===== src/rtl/onehot4_link.sv =====
module onehot4_link #(
  parameter int W = 16
) (
  input  logic           clk,
  input  logic           rst_n,
  input  logic           in_valid,
  output logic           in_ready,
  input  logic [W-1:0]   in_data,
  input  logic [2*W-1:0] wire_force,
  output logic [2*W-1:0] link_wires,
  output logic           link_ack,
  output logic           out_valid,
  output logic [W-1:0]   out_data,
  output logic           proto_err
);
  localparam int G  = W / 2;
  localparam int NW = 4 * G;

  typedef enum logic [1:0] {TX_IDLE, TX_DATA, TX_RTZ} tx_st_t;

  tx_st_t          tx_st;
  logic [NW-1:0]   tx_drive;
  logic [NW-1:0]   enc;
  logic [W-1:0]    dec;
  logic [G-1:0]    grp_one;
  logic [G-1:0]    grp_multi;
  logic            all_one;
  logic            all_zero;

  if ((W % 2) != 0 || W < 2) begin : g_bad_width
    $error("onehot4_link: W must be even and at least 2");
  end

  for (genvar g = 0; g < G; g++) begin : g_grp
    logic [3:0] q;
    assign q = link_wires[4*g +: 4];
    assign enc[4*g +: 4] = 4'b0001 << in_data[2*g +: 2];
    assign grp_one[g] = (q == 4'b0001) || (q == 4'b0010) ||
                        (q == 4'b0100) || (q == 4'b1000);
    assign grp_multi[g] = (q != 4'b0000) && !grp_one[g];
    assign dec[2*g +: 2] = {q[3] | q[2], q[3] | q[1]};
  end

  assign link_wires = tx_drive | wire_force;
  assign all_one    = &grp_one;
  assign all_zero   = (link_wires == '0);
  assign in_ready   = (tx_st == TX_IDLE) && !link_ack;

  always_ff @(posedge clk) begin
    if (!rst_n) begin
      tx_st    <= TX_IDLE;
      tx_drive <= '0;
    end else begin
      case (tx_st)
        TX_IDLE: if (in_valid && in_ready) begin
          tx_drive <= enc;
          tx_st    <= TX_DATA;
        end
        TX_DATA: if (link_ack) begin
          tx_drive <= '0;
          tx_st    <= TX_RTZ;
        end
        TX_RTZ: if (!link_ack) tx_st <= TX_IDLE;
        default: tx_st <= TX_IDLE;
      endcase
    end
  end

  always_ff @(posedge clk) begin
    if (!rst_n) begin
      link_ack  <= 1'b0;
      out_valid <= 1'b0;
      out_data  <= '0;
      proto_err <= 1'b0;
    end else begin
      out_valid <= 1'b0;
      if (!link_ack && all_one) begin
        link_ack  <= 1'b1;
        out_valid <= 1'b1;
        out_data  <= dec;
      end else if (link_ack && all_zero) begin
        link_ack <= 1'b0;
      end
      if (|grp_multi) proto_err <= 1'b1;
    end
  end
endmodule



===== config.mk =====
export PLATFORM = sky130hd
export DESIGN_NAME = onehot4_link
export DESIGN_NICKNAME = d
export VERILOG_FILES = /design/src/rtl/onehot4_link.sv
export SDC_FILE = /design/constraint.sdc
export NUM_CORES = 1
export LEC_CHECK = 0
export BUFFER_PORTS_ARGS = -buffer_cell sky130_fd_sc_hd__buf_2
export CORE_MARGIN = 4
export CORE_UTILIZATION = 29
export DETAILED_ROUTE_END_ITERATION = 8
export GPL_ROUTABILITY_DRIVEN = 0
export SETUP_SLACK_MARGIN = 0.05
export SLEW_MARGIN = 15
export SYNTH_ARGS = -nofsm -noshare
export SYNTH_HDL_FRONTEND = slang
export SYNTH_SLANG_ARGS = --single-unit

===== constraint.sdc =====
create_clock -name clk -period 5.25 [get_ports clk]
set_input_delay 0.7875 -clock clk [delete_from_list [all_inputs] [get_ports clk]]
set_output_delay 0.7875 -clock clk [all_outputs]
set_load 0.02 [all_outputs]

* Word-level counts from Yosys, hierarchy flattened
Index checks and enable logic that the tools add are counted.
** Operators by class
- Equal/unequal tests :: 37
- Shift operators :: 8
- Muxes and demuxes :: 10
- Bitwise logic cells :: 17
- Reduce and logical (&&, ||, !) cells :: 61
** Operators with widths (number)
- $mux 32 :: 2
- $pmux 32 s2 :: 1
- $eq 4x1->1 const B :: 8
- $eq 4x2->1 const B :: 8
- $eq 4x3->1 const B :: 8
- $eq 4x4->1 const B :: 8
- $logic_not 32->1 :: 1
- $or 32x32->32 :: 1
- $reduce_bool 4->1 :: 8
- $shl 1x2->4 const A :: 8
- $logic_or 1x1->1 :: 24
- $or 1x1->1 :: 16
- $logic_and 1x1->1 :: 12
- $logic_not 1->1 :: 9
- $reduce_and 8->1 :: 1
- $reduce_or 8->1 :: 1
- $mux 2 :: 3
- $pmux 2 s3 :: 1
- $reduce_and 3->1 :: 2
- $ne 2x2->1 const B :: 2
- $reduce_bool 2->1 :: 2
- $mux 1 :: 3
- $eq 2x1->1 const B :: 1
- $eq 2x2->1 const B :: 1
- other kinds (2) :: 2
** Storage, ports and cells
- Flip-flop bits (word level) :: 53
- Bits of input ports :: 51
- Output and inout bits :: 52
- Logic and storage cells :: 139

* Logic depth before layout (Yosys ltp)
- Word-level depth :: 8
- Mapped depth :: 8
- Mapped depth without buffers :: 7

* Worst setup path after synthesis
No wires, ideal clock.
- Kind :: input port to flip-flop
- From :: input wire_force[8]
- To :: register out_data[15]
- Setup time :: 0.116 ns
- Arrival time :: 2.456 ns
- Slack :: 2.678 ns
- Stages on the path :: 6
- Path buffers :: 0
- Path through :: or4_4 -> o21bai_4 -> a22oi_4 -> nand4_4 -> or4_1 -> o211a_1
** Between the ends
- Cells in the longest elaborated chain, start to end :: 7
** RTL lines
- from (decl) :: line 9 : input logic [2*W-1:0] wire_force,
- $or 32x32->32 (*) :: line 44 : assign link_wires = tx_drive | wire_force;
- $eq 4x1->1 or $eq 4x2->1 (tied branches) :: line 38 : assign grp_one[g] = (q == 4'b0001) || (q == 4'b0010) ||
- $logic_or 1x1->1 (2 in a row) :: line 38
- $logic_or 1x1->1 (*) :: line 39 : (q == 4'b0100) || (q == 4'b1000);
- $reduce_and 8->1 (*) :: line 45 : assign all_one = &grp_one;
- $logic_and 1x1->1 (*) :: line 77 : if (!link_ack && all_one) begin
- to (signal assigned) :: line 73 : out_data <= '0;
- to (signal assigned) :: line 80 : out_data <= dec;
- to (decl) :: line 13 : output logic [W-1:0] out_data,
Every way passes the cells marked *; elsewhere a longest branch is shown, timed or not.
A chain may end at the register's enable or synchronous reset.

* Final worst setup path
- From :: input wire_force[31]
- To :: register out_data[12]
Same word-level chain as after synthesis.

==> impl_metrics.py <==
metrics = {
    "outcome": {
        "outcome": "finished clean",
    },
    "hold_path": {
        "holdPathStages": 2,
        "hp-class": "flip-flop to flip-flop",
    },
    "sta": {
        "fin_tns_setup_ns": 0,
        "hold_violations": 0,
        "slew_violations": 0,
        "skew_ns": 0.01258,
        "grt_setup_unrepaired": "false",
        "fmax_mhz": 370.1,
        "final_setup_fails": 0,
        "period_minus_slack_ns": 2.702,
        "relSlewSlack": 0.2816,
        "post-route-worst-setup-slack_ns": 2.548,
        "timing_worst_slew_pin_value_ns": 1.078,
        "layout_worst_path_cycle_share": 0.5146,
    },
    "worst_setup_path": {
        "critical_path.startpoint_type": "input port",
        "path_cells": "buf_2, nor4_1, a21oi_1, nor4_4, nand4_4, nor3_2, o211a_1",
        "timing.setup.critical_path_class": "input port to flip-flop",
        "critical-path-top-delay-family": "simple AND/OR/NAND/NOR gates",
        "cp.arrival_ns": 2.95,
        "worst-path-stages": 7,
        "timing.critical_path.slowest_cell_delay_ns": 0.62,
        "r2r_cells": 6,
        "cp_max_fo": 11,
        "cp_endpoint_kind": "flip-flop",
        "worst_ep_required_time_ns": 5.50,
        "worst_path_max_delay_cell": "nor3_2",
        "critical_path_buf_inv_count": 1,
    },
    "clocking": {
        "clockBufferDepth": 2,
        "tritoncts.num_buffers": 5,
        "cts_hold_repair.buffers": 0,
        "clkSinkCount": 53,
        "clk_pin_slew_ns": 0.09,
        "postCtsSetupRepairBufs": 0,
        "post_cts_resized": 0,
        "clkLatencyLatePin_ns": 0.31,
        "h_tree_level_count": 2,
        "cts_tree": "built",
        "clockRootBuffer": "clkbuf_8",
    },
    "synthesis": {
        "edff_count_synth": 0,
        "avgSynthCellArea_um2": 7.347,
        "synth-seq-area-share": 0.3693,
        "synth-main-ff-cell": "dfxtp_1",
        "yosys.area.top_type_share": 0.3693,
        "synthesis.nets": 442,
        "synth_cell_area_mm2": 0.002873,
        "number_of_distinct_library_cells_after_synthesis": 41,
        "biggest_area_consumer_among_synthesized_cells": "dfxtp_1",
        "yosysWarnings": 0,
        "synth.cells.most_frequent": "nor2_1, dfxtp_1, a21oi_1",
        "synth_cells": 391,
        "yosysMostFrequentCell": "nor2_1",
        "synth_area_leaders": "dfxtp_1, nor2_1, a21oi_1",
        "synthArstFlopShare": 0,
        "synth.ff_latch_count": 53,
    },
    "route": {
        "post_drt_wl_per_cell_um": 14.97,
        "drt.antenna.violating_nets": 0,
        "route.final.wire_length_mm": 9.252,
        "first_pass_iters": 5,
        "avgViaCountPerCell": 5.087,
        "initialDrtViolationCount": 210,
        "remaining_drc_errors": 0,
        "route.vias.total": 3144,
    },
    "power_and_ir_drop": {
        "vdd_ir_drop_max_mv": 0.1087,
        "design_power_total_w": 0.0008735,
        "power.leakage_nw": 1.625,
        "pwr_density_cell_mw_per_mm2": 242.7,
    },
    "floorplanning": {
        "fp-row-count": 36,
        "top_level_ports": 103,
        "die_x_um": 107.5,
        "die_h_um": 107.5,
        "floorplan.core_area_mm2": 0.009729,
        "start_util": 0.2953,
        "design.die.area_mm2": 0.01156,
    },
    "cells_and_area": {
        "num-nets-final": 535,
        "fin_util": 0.3699,
        "antenna-diode-count": 0,
        "final_layout_size_suffix_gt1_frac": 0.2660,
        "area_growth_pct": 25.26,
    },
    "global_routing": {
        "global_route_wire_length_before_repair_mm": 14.64,
        "gr-usage-all-layers": 0.1586,
        "largest_net_degree_at_the_start_of_global_routing": 52,
        "number_of_global_route_vias_before_repair": 2914,
        "grt.overflow.total": 0,
        "grt_antenna_before_repair": 0,
    },
    "placed_design": {
        "hpwl_dp_mm": 7.415,
        "pre_cts_slack_ns": 2.262,
        "buffers_added_on_ports": 102,
    },
    "flow_run": {
        "maxCapViolations": 0,
    },
}
cell usage in the layout, fill, tap and decap left out, types with 2 or more instances in the layout:
master    instances
and3_1            2
or4_4             2
dfxtp_1          53
nand4_1          18
a41oi_1           2
nand2b_1          2
nand3_1          15
nor3_1           17
a21oi_1          46
xnor2_1           4
buf_4             2
clkbuf_8          7
o21a_1            3
buf_2           102
inv_1            32
nand2_1          33
or4_1             4
o41ai_1           5
o211ai_1          5
o22ai_1           4
o21ai_0          13
nor4_1           15
a31oi_1           3
or2_2             6
nor2_1           64
a22oi_1           2
o211a_1           8
worst reg2reg max path, stage by stage (launching register included):
cell and delay (ns):
dfxtp_1 0.35, nor4_1 0.56, a21oi_1 0.21, nor4_4 0.31
nand4_4 0.19, nor3_2 0.62, o211a_1 0.22
per-stage QoR:
stage,cells,instance area (µm²),hold WS [ns]
floorplan,391,2873,0.4323
global route,618,3598,0.4757
CTS,618,3598,0.4571
global placement,610,3493,0.4367
finish,618,3598,0.4528
detailed placement,610,3493,0.4425
flip-flops by register name (all words and copies together), names as in the netlist:
name / cells
link_ack: 1
out_data: 16
out_valid: 1
proto_err: 1
tx_drive: 32
tx_st: 2
worst paths after layout:
kind	from	to	slack, ns
worst min register to register	out_data[7]	out_data[7]	0.45
worst max-delay path	wire_force[31]	out_data[12]	2.55
worst min-delay path	out_data[7]	out_data[7]	0.45
worst max register to register	tx_drive[31]	out_data[12]	2.74
cell type report:
cell class	instances	area [µm²]
Clock inverter	1	8.758
Clock buffer	7	96.34
Inverter	32	120.1
Fill cell	1052	6131
Sequential cell	53	1061
Timing Repair Buffer	104	525.5
Tap cell	133	166.4
Multi-Input combinational cell	288	1620
logic make-up (layout without fill, tap and decap cells):
kind of cell,Yosys count,in the layout,share of synthesized area
simple gates,186,186,0.3284
buf+inv,50,144,0.06664
flops,53,53,0.3693
compound gates,98,98,0.2234
xor+xnor,4,4,0.01219
layer usage:
layer	track usage	part of all wire
met3	0.04739	0.079
met2	0.2456	0.45
met1	0.2130	0.45
met5	0	0
met4	0.04599	0.019
power breakdown:
group | leakage (nW) | total (W) | internal (W) | switching [W]
Combinational | 1.14 | 0.000195 | 0.0000641 | 0.000131
Sequential | 0.429 | 0.000417 | 0.000410 | 0.00000733
Clock | 0.0549 | 0.000261 | 0.000122 | 0.000139
Total | 1.63 | 0.000873 | 0.000596 | 0.000277
Power figures use the tool's default switching activity.
